`src/rtl/priv_trap_pkg.sv`:
```
package priv_trap_pkg;

    localparam int unsigned ILL_CAUSE_CODE = 2;

    localparam logic [6:0]  OPC_SYSTEM  = 7'b1110011;
    localparam logic [31:0] WORD_WFI    = 32'h1050_0073;
    localparam logic [31:0] WORD_SRET   = 32'h1020_0073;
    localparam logic [6:0]  F7_SFENCE   = 7'b0001001;
    localparam logic [11:0] CSR_ATP     = 12'h180;

    typedef enum logic [1:0] {
        PRIV_U   = 2'd0,
        PRIV_S   = 2'd1,
        PRIV_RSV = 2'd2,
        PRIV_M   = 2'd3
    } priv_t;

    typedef enum logic [2:0] {
        CLS_OTHER  = 3'd0,
        CLS_ZERO   = 3'd1,
        CLS_WFI    = 3'd2,
        CLS_SFENCE = 3'd3,
        CLS_SRET   = 3'd4,
        CLS_SATP   = 3'd5
    } insn_cls_t;

endpackage

```
`src/rtl/trap_out_stage.sv`:
```
module trap_out_stage
    import priv_trap_pkg::*;
#(
    parameter bit          REG_OUT = 1'b1,
    parameter int unsigned ILEN    = 32,
    parameter int unsigned CAUSE_W = 4
) (
    input  logic               clk,
    input  logic               rst_n,
    input  logic               illegal_d,
    input  logic [ILEN-1:0]    insn_d,
    output logic               illegal_o,
    output logic [CAUSE_W-1:0] cause_o,
    output logic [ILEN-1:0]    tval_o
);

    localparam logic [CAUSE_W-1:0] CAUSE_ILL = CAUSE_W'(ILL_CAUSE_CODE);

    logic [CAUSE_W-1:0] cause_d;
    logic [ILEN-1:0]    tval_d;

    always_comb begin
        cause_d = illegal_d ? CAUSE_ILL : '0;
        tval_d  = illegal_d ? insn_d : '0;
    end

    generate
        if (REG_OUT) begin : g_reg
            always_ff @(posedge clk or negedge rst_n) begin
                if (!rst_n) begin
                    illegal_o <= 1'b0;
                    cause_o   <= '0;
                    tval_o    <= '0;
                end else begin
                    illegal_o <= illegal_d;
                    cause_o   <= cause_d;
                    tval_o    <= tval_d;
                end
            end
        end else begin : g_comb
            always_comb begin
                illegal_o = illegal_d;
                cause_o   = cause_d;
                tval_o    = tval_d;
            end
        end
    endgenerate

endmodule

```
`config.mk`:
```
export PLATFORM = sky130hd
export DESIGN_NAME = trap_out_stage
export DESIGN_NICKNAME = d
export VERILOG_FILES = /design/src/rtl/priv_trap_pkg.sv /design/src/rtl/trap_out_stage.sv
export SDC_FILE = /design/constraint.sdc
export NUM_CORES = 1
export LEC_CHECK = 0
export BUFFER_PORTS_ARGS = -buffer_cell sky130_fd_sc_hd__buf_2
export CAP_MARGIN = 30
export CORE_MARGIN = 5
export CORE_UTILIZATION = 44
export DETAILED_ROUTE_END_ITERATION = 10
export GPL_TIMING_DRIVEN = 0
export PLACE_DENSITY_LB_ADDON = 0.2
export SYNTH_ARGS = -nofsm -noshare
export SYNTH_HDL_FRONTEND = slang
export SYNTH_SLANG_ARGS = --single-unit
export TNS_END_PERCENT = 100
```
`constraint.sdc`:
```
create_clock -name clk -period 1.1 [get_ports clk]
set_input_delay 0.165 -clock clk [delete_from_list [all_inputs] [get_ports clk]]
set_output_delay 0.165 -clock clk [all_outputs]
set_load 0.02 [all_outputs]
```
==> flow_metrics.py <==
metrics = {
    "cts": {
        "root_buffer": "clkbuf_4",
        "cts_max_level": 2,
        "cts.sinks": 33,
        "cts_buffer_depth": 2,
        "tritoncts": "done",
        "path_clk_slew_ns": 0.09,
        "post_cts_buffers": 0,
        "cts_inserted_buffers": 5,
    },
    "synth": {
        "synth_seq_area_share_pct": 74.1,
        "synth_warnings": 0,
        "synth_mux_area_share_pct": 0,
        "synth_common_cells": "dfrtp_1, and2_2, buf_4, clkbuf_2, conb_1",
        "synth_edf_count": 0,
        "synth_area_leaders": "dfrtp_1, and2_2, buf_4, clkbuf_2, conb_1",
        "synth_cell_types": 5,
        "synth_top_area_share_pct": 74.1,
        "synth_ff_type": "dfrtp_1",
        "yosys.area_share.simple_pct": 21.5,
        "synth.largest_area_cell": "dfrtp_1",
        "synth_top_family_by_area": "simple AND/OR/NAND/NOR gates",
        "synth_fa_ha_area_share_pct": 0,
        "yosysMostFrequentCell": "dfrtp_1",
        "syn_area_um2": 1110,
        "synthArstFlopShare_pct": 100,
        "syn_inst": 73,
        "yosys_register_bits": 33,
        "postSynthAreaPerCell_um2": 15.3,
        "synth_compound_area_share_pct": 0,
        "synth-xor-area-share_pct": 0,
    },
    "global_route": {
        "grt_pass1_wl_mm": 3.26,
        "grt_overflow": 0,
        "grt_pass1_vias": 749,
        "grt_max_degree": 34,
        "grt_antenna_before_repair": 0,
        "track_usage_pct": 13.0,
    },
    "floorplan": {
        "fp.dieH_um": 60.3,
        "dieWidth_um": 60.3,
        "core_um2": 2450,
        "row_count": 18,
        "initial_core_util_pct": 45.4,
        "die_area_um2": 3640,
        "pin_count": 72,
    },
    "sta": {
        "max_clock_freq_ghz": 0.962,
        "period_share_pct": 94.5,
        "tightest_slew_ns": 0.702,
        "finalCriticalPeriod_ns": 1.04,
        "setup_viol_count_final": 0,
        "max_slew_margin_pct": 53.2,
        "tns_ns": 0,
        "rsz0062_at_grt": "no",
        "hold_viol": 0,
        "drv_slew": 0,
    },
    "drt": {
        "first_iter_violations": 6,
        "drtAntennaViolNets": 0,
        "drc": 0,
        "drtPass1Iterations": 4,
        "routedWlPerCell_um": 11.9,
        "wl_mm": 2.16,
        "vias": 737,
        "routed_via_density": 4.07,
    },
    "placed_design": {
        "io_buffers": 68,
        "gp_congestion": 0.653,
    },
    "worst_setup_path": {
        "crit_path_start_kind": "register",
        "crit_arrival_ns": 0.88,
        "cp_num_cells": 1,
        "crit_fanout": 2,
        "critPathRequiredTime_ns": 0.94,
        "cp-end-kind": "output port",
        "critical-path-max-stage-delay_ns": 0.39,
        "crit_type": "reg2out",
        "path_buf_inv": 1,
        "crit_family": "flip-flops",
        "cp_slowest_cell": "dfrtp_1",
        "crit_end": "illegal_o",
        "startpoint": "cause_o[1]$_DFF_PN0_",
        "crit_chain": "buf_2",
    },
    "pwr": {
        "powerDensity_nw_per_um2": 1440,
        "max-vdd-ir-drop_v": 0.00108,
        "power_leakage_nw": 0.906,
    },
    "layout": {
        "syn2layout_area_growth_pct": 41.2,
        "utilization_pct": 64.1,
        "drive_above_1_share_pct": 74.2,
        "final_nets": 186,
        "diodes": 0,
    },
    "run_status": {
        "status": "finished clean",
    },
    "job": {
        "cap_viol_max_count": 0,
    },
    "hold_path": {
        "hold_path.class": "in2reg",
    },
}
[layer usage]
layer	wire length, um	GRT usage, %	part of all wire [%]	vias to the layer above
met5	0	0	0	-
met2	1090	22.1	50	42
li1	-	-	-	367
met4	48	6.65	2.2	0
met3	292	7.23	14	6
met1	727	12.6	34	322
[final cells by class]
cell class              instances  area [um^2]
well taps                      30         37.5
plain buffers                   6         37.5
multi-input cells              35          251
repair buffers                 70          367
clock buffers                   7         55.1
flip-flops and latches         33          826
fillers                       204          881
[cells in the final DEF, fill, tap and decap left out]
cell type	netlist	final
clkbuf_1	0	1
clkbuf_2	3	3
clkbuf_4	0	5
dfrtp_1	33	33
buf_6	0	1
clkbuf_8	0	1
buf_4	4	3
conb_1	1	3
buf_2	0	67
dlygate4sd3_1	0	2
and2_2	32	32
[what timing repair did]
item | in CTS | in global routing
hold buffers | 2 | 0
setup endpoints to repair | 1 | 0
resized for setup | 2 | 0
hold endpoints to repair | 34 | 0
[worst min-delay path by stage]
| stage | start | cells after the start | slack (ns) | end |
|---|---|---|---|---|
| 3_3_place_gp | rst_n | 1 | 0.24 | tval_o[30]$_DFF_PN0_ |
| 6_report | insn_d[28] | 2 | 0.05 | tval_o[28]$_DFF_PN0_ |
| 3_5_place_dp | rst_n | 1 | 0.25 | tval_o[6]$_DFF_PN0_ |
| 2_1_floorplan | rst_n | 0 | -0.13 | cause_o[1]$_DFF_PN0_ |
| 4_1_cts | insn_d[28] | 2 | 0.04 | tval_o[28]$_DFF_PN0_ |
| 5_1_grt | insn_d[11] | 2 | 0.04 | tval_o[11]$_DFF_PN0_ |
[stage by stage]
stage | cells | total power, mW | area [um^2] | worst slack (ns) | hold slack (ns)
after floorplan | 75 | 1.48 | 1120 | 0.322 | -0.131
after global placement | 173 | 1.62 | 1500 | 0.307 | 0.241
after detailed placement | 173 | 1.63 | 1500 | 0.307 | 0.255
after CTS | 181 | 2.31 | 1570 | 0.0320 | 0.0365
after global routing | 181 | 2.39 | 1570 | 0.0139 | 0.0385
final | 181 | 2.26 | 1570 | 0.0600 | 0.0525
[cells by family (layout without fill, tap and decap cells)]
logic type,after synthesis,count (layout)
buffers and inverters,7,83
DFF,33,33
and+or+nand+nor,32,32
other,1,3
[power by group]
part           switching, mW  internal (mW)
clock network          0.357          0.301
logic                  0.177          0.143
registers             0.0133           1.27
[sequential cells by signal (all words and copies together) (netlist names)]
| register | count |
|---|---|
| cause_o | 1 |
| tval_o | 32 |
No activity file was read; power rests on OpenSTA's default activity.
